[src/rtl/daf_pkg.sv]
package daf_pkg;

    localparam int ADDR_W  = 48;
    localparam int WORD_W  = 32;
    localparam int LOW_W   = ADDR_W - WORD_W;
    localparam int N_ENT   = 16;
    localparam int CTL_W   = 5;
    localparam int GRP_BIT = ADDR_W - 8;

    typedef enum logic [1:0] {
        CLS_UNI   = 2'd0,
        CLS_MULTI = 2'd1,
        CLS_BCAST = 2'd2
    } addr_class_e;

    // Field order is the control word bit order, bit 4 first.
    typedef struct packed {
        logic cmp_on;
        logic invert;
        logic take_bc;
        logic take_mc;
        logic take_uc;
    } filt_ctl_t;

    function automatic addr_class_e classify(input logic [ADDR_W-1:0] a);
        if (&a)
            return CLS_BCAST;
        else if (a[GRP_BIT])
            return CLS_MULTI;
        else
            return CLS_UNI;
    endfunction

    function automatic logic [ADDR_W-1:0] join_entry(input logic [WORD_W-1:0] hi,
                                                     input logic [LOW_W-1:0]  lo);
        return {hi, lo};
    endfunction

endpackage

[src/rtl/daf_class_decode.sv]
module daf_class_decode
    import daf_pkg::*;
(
    input  logic [ADDR_W-1:0] addr,
    input  filt_ctl_t         ctl,
    output addr_class_e       cls,
    output logic              class_take
);

    always_comb begin
        cls = classify(addr);
        unique case (cls)
            CLS_BCAST: class_take = ctl.take_bc;
            CLS_MULTI: class_take = ctl.take_mc;
            default:   class_take = ctl.take_uc;
        endcase
    end

endmodule

[src/rtl/daf_entry_table.sv]
module daf_entry_table
    import daf_pkg::*;
#(
    parameter int ENTRIES = N_ENT,
    localparam int IDX_W  = (ENTRIES > 1) ? $clog2(ENTRIES) : 1
) (
    input  logic               clk,
    input  logic               rst,
    input  logic               ent_wr_en,
    input  logic [IDX_W-1:0]   ent_wr_idx,
    input  logic               ent_wr_hi,
    input  logic [WORD_W-1:0]  ent_wr_data,
    input  logic               msk_wr_en,
    input  logic [ENTRIES-1:0] msk_wr_data,
    input  logic [ADDR_W-1:0]  probe,
    output logic               hit
);

    logic [ENTRIES-1:0] msk_q;
    logic [ENTRIES-1:0] eq;

    always_ff @(posedge clk) begin
        if (rst)
            msk_q <= '0;
        else if (msk_wr_en)
            msk_q <= msk_wr_data;
    end

    for (genvar i = 0; i < ENTRIES; i++) begin : g_ent
        logic [WORD_W-1:0] hi_q;
        logic [LOW_W-1:0]  lo_q;
        logic              sel;

        assign sel = ent_wr_en && (ent_wr_idx == IDX_W'(i));

        always_ff @(posedge clk) begin
            if (rst) begin
                hi_q <= '0;
                lo_q <= '0;
            end else if (sel) begin
                if (ent_wr_hi)
                    hi_q <= ent_wr_data;
                else
                    lo_q <= ent_wr_data[WORD_W-1 -: LOW_W];
            end
        end

        assign eq[i] = msk_q[i] && (join_entry(hi_q, lo_q) == probe);
    end

    assign hit = |eq;

endmodule

[src/rtl/dst_addr_filter.sv]
module dst_addr_filter
    import daf_pkg::*;
#(
    parameter int ENTRIES = N_ENT,
    localparam int IDX_W  = (ENTRIES > 1) ? $clog2(ENTRIES) : 1
) (
    input  logic               clk,
    input  logic               rst,
    input  logic               ent_wr_en,
    input  logic [IDX_W-1:0]   ent_wr_idx,
    input  logic               ent_wr_hi,
    input  logic [WORD_W-1:0]  ent_wr_data,
    input  logic               msk_wr_en,
    input  logic [ENTRIES-1:0] msk_wr_data,
    input  logic               ctl_wr_en,
    input  logic [CTL_W-1:0]   ctl_wr_data,
    input  logic               addr_vld,
    input  logic [ADDR_W-1:0]  addr,
    output logic               dec_vld,
    output logic               dec_accept
);

    filt_ctl_t   ctl_q;
    addr_class_e cls;
    logic        class_take;
    logic        tbl_hit;
    logic        tbl_take;
    logic        take;

    always_ff @(posedge clk) begin
        if (rst)
            ctl_q <= '0;
        else if (ctl_wr_en)
            ctl_q <= filt_ctl_t'(ctl_wr_data);
    end

    daf_entry_table #(.ENTRIES(ENTRIES)) u_table (
        .clk         (clk),
        .rst         (rst),
        .ent_wr_en   (ent_wr_en),
        .ent_wr_idx  (ent_wr_idx),
        .ent_wr_hi   (ent_wr_hi),
        .ent_wr_data (ent_wr_data),
        .msk_wr_en   (msk_wr_en),
        .msk_wr_data (msk_wr_data),
        .probe       (addr),
        .hit         (tbl_hit)
    );

    daf_class_decode u_class (
        .addr       (addr),
        .ctl        (ctl_q),
        .cls        (cls),
        .class_take (class_take)
    );

    assign tbl_take = ctl_q.cmp_on && (tbl_hit ^ ctl_q.invert);
    assign take     = class_take || tbl_take;

    always_ff @(posedge clk) begin
        if (rst) begin
            dec_vld    <= 1'b0;
            dec_accept <= 1'b0;
        end else begin
            dec_vld    <= addr_vld;
            dec_accept <= addr_vld && take;
        end
    end

    assert_vld_follows_R2: assert property (@(posedge clk) disable iff (rst)
        addr_vld |=> dec_vld);

    assert_vld_idle_R2: assert property (@(posedge clk) disable iff (rst)
        !addr_vld |=> !dec_vld);

    assert_quiet_R2: assert property (@(posedge clk) disable iff (rst)
        !dec_vld |-> !dec_accept);

    assert_bcast_take_R3: assert property (@(posedge clk) disable iff (rst)
        (addr_vld && (&addr) && ctl_q.take_bc) |=> dec_accept);

    assert_cmp_off_R6: assert property (@(posedge clk) disable iff (rst)
        (addr_vld && !ctl_q.cmp_on && !ctl_q.take_bc && !ctl_q.take_mc && !ctl_q.take_uc)
        |=> !dec_accept);

    assert_uc_only_R5: assert property (@(posedge clk) disable iff (rst)
        (addr_vld && (cls == CLS_BCAST) && !ctl_q.take_bc && !ctl_q.cmp_on) |=> !dec_accept);

endmodule

[config.mk]
export PLATFORM = sky130hd
export DESIGN_NAME = dst_addr_filter
export DESIGN_NICKNAME = d
export VERILOG_FILES = /design/src/rtl/daf_pkg.sv /design/src/rtl/daf_class_decode.sv /design/src/rtl/daf_entry_table.sv /design/src/rtl/dst_addr_filter.sv
export SDC_FILE = /design/constraint.sdc
export NUM_CORES = 2
export LEC_CHECK = 0
export BUFFER_PORTS_ARGS = -buffer_cell sky130_fd_sc_hd__buf_4
export CAP_MARGIN = 20
export CORE_UTILIZATION = 41
export CTS_BUF_LIST = sky130_fd_sc_hd__clkbuf_2
export CTS_CLUSTER_DIAMETER = 120
export DETAILED_ROUTE_END_ITERATION = 12
export PLACE_DENSITY = 0.6
export SLEW_MARGIN = 15
export SYNTH_ARGS = -nofsm -noshare
export SYNTH_HDL_FRONTEND = slang
export SYNTH_SLANG_ARGS = --single-unit
[constraint.sdc]
create_clock -name clk -period 5.67 [get_ports clk]
set_input_delay 0.8505 -clock clk [delete_from_list [all_inputs] [get_ports clk]]
set_output_delay 0.8505 -clock clk [all_outputs]
set_load 0.01 [all_outputs]
==> flow_summary.json <==
{
  "required_ns": 4.82,
  "path_cells": "buf_4",
  "die_area_sq_um": 90300,
  "dp_cells": 5673,
  "synth_edf_count": 0,
  "crit_path_max_fanout": 1,
  "synthCells": 4757,
  "switchingPower_mw": 3.42,
  "rrSetupSlack_ns": 2.83,
  "drive_gt1_share_pct": 10.4,
  "root_buffer": "clkbuf_2",
  "placed_area_sq_um": 37700,
  "cts_tree": "done",
  "tightest_slew_ns": 1.13,
  "port-buffer-count": 113,
  "cp_slowest_cell": "dfxtp_1",
  "ios": 114,
  "gp_congestion": 0.905,
  "overflow": 0,
  "min_period_ns": 3.00,
  "ir_drop_v": 0.000173,
  "synth_compound_area_share_pct": 12.0,
  "max_stage_delay_ns": 0.47,
  "syn_avg_cell_area_sq_um": 7.68,
  "worstHoldPathType": "in -> reg",
  "p_leak_nw": 13.2,
  "initial_core_util_pct": 41.3,
  "core_area_sq_um": 88400,
  "route.vias.total": 34700,
  "fp.dieW_um": 301,
  "powerDensity_nw_per_um2": 269,
  "grt_pass1_wl_um": 220000,
  "muxShareOfSynthArea_pct": 0.603,
  "grt_usage_pct": 33.6,
  "antenna_found_initial": 2,
  "route.detailed.drc": 0,
  "layout.cells.non_filler": 6111,
  "worstHoldStart": "ent_wr_idx[3]",
  "grt_pass1_vias": 31800,
  "startpoint_type": "flop",
  "combPwrFrac_pct": 11.2,
  "max_slew_margin_pct": 24.5,
  "crit_type": "reg -> out",
  "post-dp-hpwl_um": 85800,
  "synth_xor_area_share_pct": 16.9,
  "clkTransAtPathRegs_ns": 0.10,
  "status": "finished clean",
  "rsz0062_at_grt": "no",
  "area_growth_pct": 10.3,
  "worst-path-buf-inv": 1,
  "cts.sinks": 791,
  "grt_max_degree": 145,
  "final_common_cell": "nand2_1",
  "period_share_pct": 53.0,
  "drv_cap": 0,
  "synthArstFlopShare_pct": 0,
  "synth_fa_ha_area_share_pct": 0,
  "ys_seq_area_share_pct": 43.3,
  "syn_nets": 4869,
  "synth-seq-cells": 791,
  "min_delay_path_depth": 5,
  "wl_um": 155000,
  "synth_ff_type": "dfxtp_1",
  "cp-end-kind": "primary output",
  "min_to": "u_table.g_ent[14].lo_q[12]$_SDFFE_PP0P_",
  "num_rows": 109,
  "yosysWarningCount": 0,
  "fin_skew_ns": 0.117,
  "drt_iter0_markers": 4959,
  "drt_first_pass_iters": 5,
  "fmax_mhz": 333,
  "routed_via_density": 5.68,
  "final_nets": 4915,
  "cts_buffer_depth": 3,
  "arrival_ns": 2.15,
  "synth_top_family_by_area": "simple AND/OR/NAND/NOR gates",
  "hold_viol": 0,
  "die_h_um": 301,
  "clkPwrFrac_pct": 36.7,
  "worstReg2RegStart": "u_table.g_ent[11].hi_q[27]$_SDFFE_PP0P_",
  "reg2reg_to": "dec_accept$_SDFF_PP0_",
  "switching_share_pct": 31.6,
  "ant_nets": 0,
  "syn-cell-area_sq_um": 36500,
  "cts_resized": 0,
  "clk-insertion-delay-late_ns": 1.51,
  "setup_tns_ns": 0,
  "synthDistinctLibCells": 48,
  "seq_power_share_pct": 52.1,
  "slew_viol_final": 0,
  "cts_made_buffers": 205,
  "setup_viol": 0,
  "final_area_sq_um": 40300,
  "synthSimpleGateAreaFrac_pct": 22.1,
  "routedWlPerCell_um": 25.4,
  "cts_max_level": 4,
  "ff2ff_path_depth": 9,
  "path_delay_family": "flip-flops",
  "intPower_mw": 7.41,
  "layout_common_cells": "1584 x nand2_1, 791 x dfxtp_1, 775 x a21oi_1, 510 x xnor2_1, 310 x clkbuf_2"
}
==> worst max path at each step <==
| stage | end | from | slack (ns) | depth (start not counted) |
|---|---|---|---|---|
| after floorplan | dec_accept$_SDFF_PP0_ | addr[39] | 3.00 | 10 |
| after global placement | dec_accept$_SDFF_PP0_ | addr[35] | 1.66 | 10 |
| after detailed placement | dec_accept$_SDFF_PP0_ | addr[35] | 1.78 | 10 |
| after CTS | dec_accept | dec_accept$_SDFF_PP0_ | 2.55 | 1 |
| after global routing | dec_accept | dec_accept$_SDFF_PP0_ | 2.66 | 1 |
| final | dec_accept | dec_accept$_SDFF_PP0_ | 2.67 | 1 |
==> synth_stat cells (2+ instances only) <==
master	n	share of area, %
o21ai_0	8	0.11
or4_1	5	0.10
and4_1	2	0.048
nand2_1	1585	16
mux2i_1	22	0.60
or3b_2	3	0.072
a22oi_1	2	0.041
or2_2	2	0.034
clkbuf_1	305	3.1
o221ai_1	4	0.096
nand4_1	141	2.4
nand3_1	24	0.33
dfxtp_1	791	43
nor2_1	59	0.61
a222oi_1	6	0.16
nor4_1	74	1.3
nor3_1	18	0.25
xnor2_1	510	12
and3b_1	3	0.072
a221oi_1	4	0.096
and3_1	3	0.051
o2bb2ai_1	2	0.048
o2111ai_1	7	0.17
buf_4	7	0.14
buf_6	2	0.062
a2bb2oi_1	2	0.048
buf_2	87	1.2
nor3b_1	3	0.062
or3_1	2	0.034
a21oi_1	775	11
inv_1	44	0.45
o221a_2	2	0.062
nand2b_1	18	0.31
a221o_1	2	0.055
o211ai_1	3	0.062
xor2_1	195	4.7
buf_1	2	0.021
a22o_1	3	0.072
nand3b_1	3	0.062
o22ai_1	19	0.33
==> cell families after synthesis <==
group                  after synthesis
flip-flops                         791
buffers and inverters              447
multiplexers                        22
XOR/XNOR                           706
AO/OA/AOI/OAI                      842
AND/OR/NAND/NOR                   1949
==> power groups by stage <==
stage | logic, mW | registers (mW) | clock network [mW]
finish | 1.21 | 5.64 | 3.98
global route | 1.22 | 5.65 | 4.31
CTS | 1.16 | 5.64 | 4.01
detailed placement | 1.10 | 5.77 | 0
global placement | 1.10 | 5.77 | 0
floorplan | 0.634 | 5.75 | 0
==> sequential cells by signal, summed over array words and instances (netlist names) <==
signal	count
dec_vld	1
u_table.g_ent.lo_q	256
ctl_q	5
u_table.g_ent.hi_q	512
dec_accept	1
u_table.msk_q	16
==> worst register-to-register path, delay by kind of cell, from the launching register on <==
kind	cells	cell delay, ns
and+or+nand+nor	4	1.21
AOI/OAI and AO/OA	4	1.03
DFF	1	0.33
xor gates and xnor gates	1	0.15
==> layer usage <==
| layer | GRT usage [%] | wire [um] | part of all wire (%) |
|---|---|---|---|
| met5 | 0 | 0 | 0 |
| met4 | 16.9 | 7990 | 5.1 |
| met3 | 7.63 | 19400 | 12 |
| met2 | 49.7 | 65600 | 42 |
| met1 | 45.9 | 62400 | 40 |
==> per-stage QoR <==
| step | worst slack, ns | hold WS, ns | utilization (%) | power (mW) |
|---|---|---|---|---|
| 2_1_floorplan | 3.00 | 0.436 | - | 6.39 |
| 3_3_place_gp | 1.66 | 0.442 | 42.6 | 6.87 |
| 3_5_place_dp | 1.78 | 0.448 | 42.6 | 6.88 |
| 4_1_cts | 2.55 | 0.00651 | 45.6 | 10.8 |
| 5_1_grt | 2.66 | 0.112 | 45.6 | 11.2 |
| 6_report | 2.67 | 0.118 | 45.6 | 10.8 |
==> what timing repair did <==
action / CTS / global route
endpoints found under the hold margin: 791 / 0
hold buffers: 88 / 0
buffers inserted: 0 / 0
==> final cells by class <==
class / instances / area [sq um]
multi-input cells: 3519 / 19000
clock inverters: 38 / 219
clock buffers: 310 / 1550
well taps: 1165 / 1460
repair buffers: 242 / 2110
fillers: 9069 / 48100
inverters: 44 / 165
flip-flops and latches: 791 / 15800
diodes: 2 / 5.00
Power figures use the tool's default switching activity.
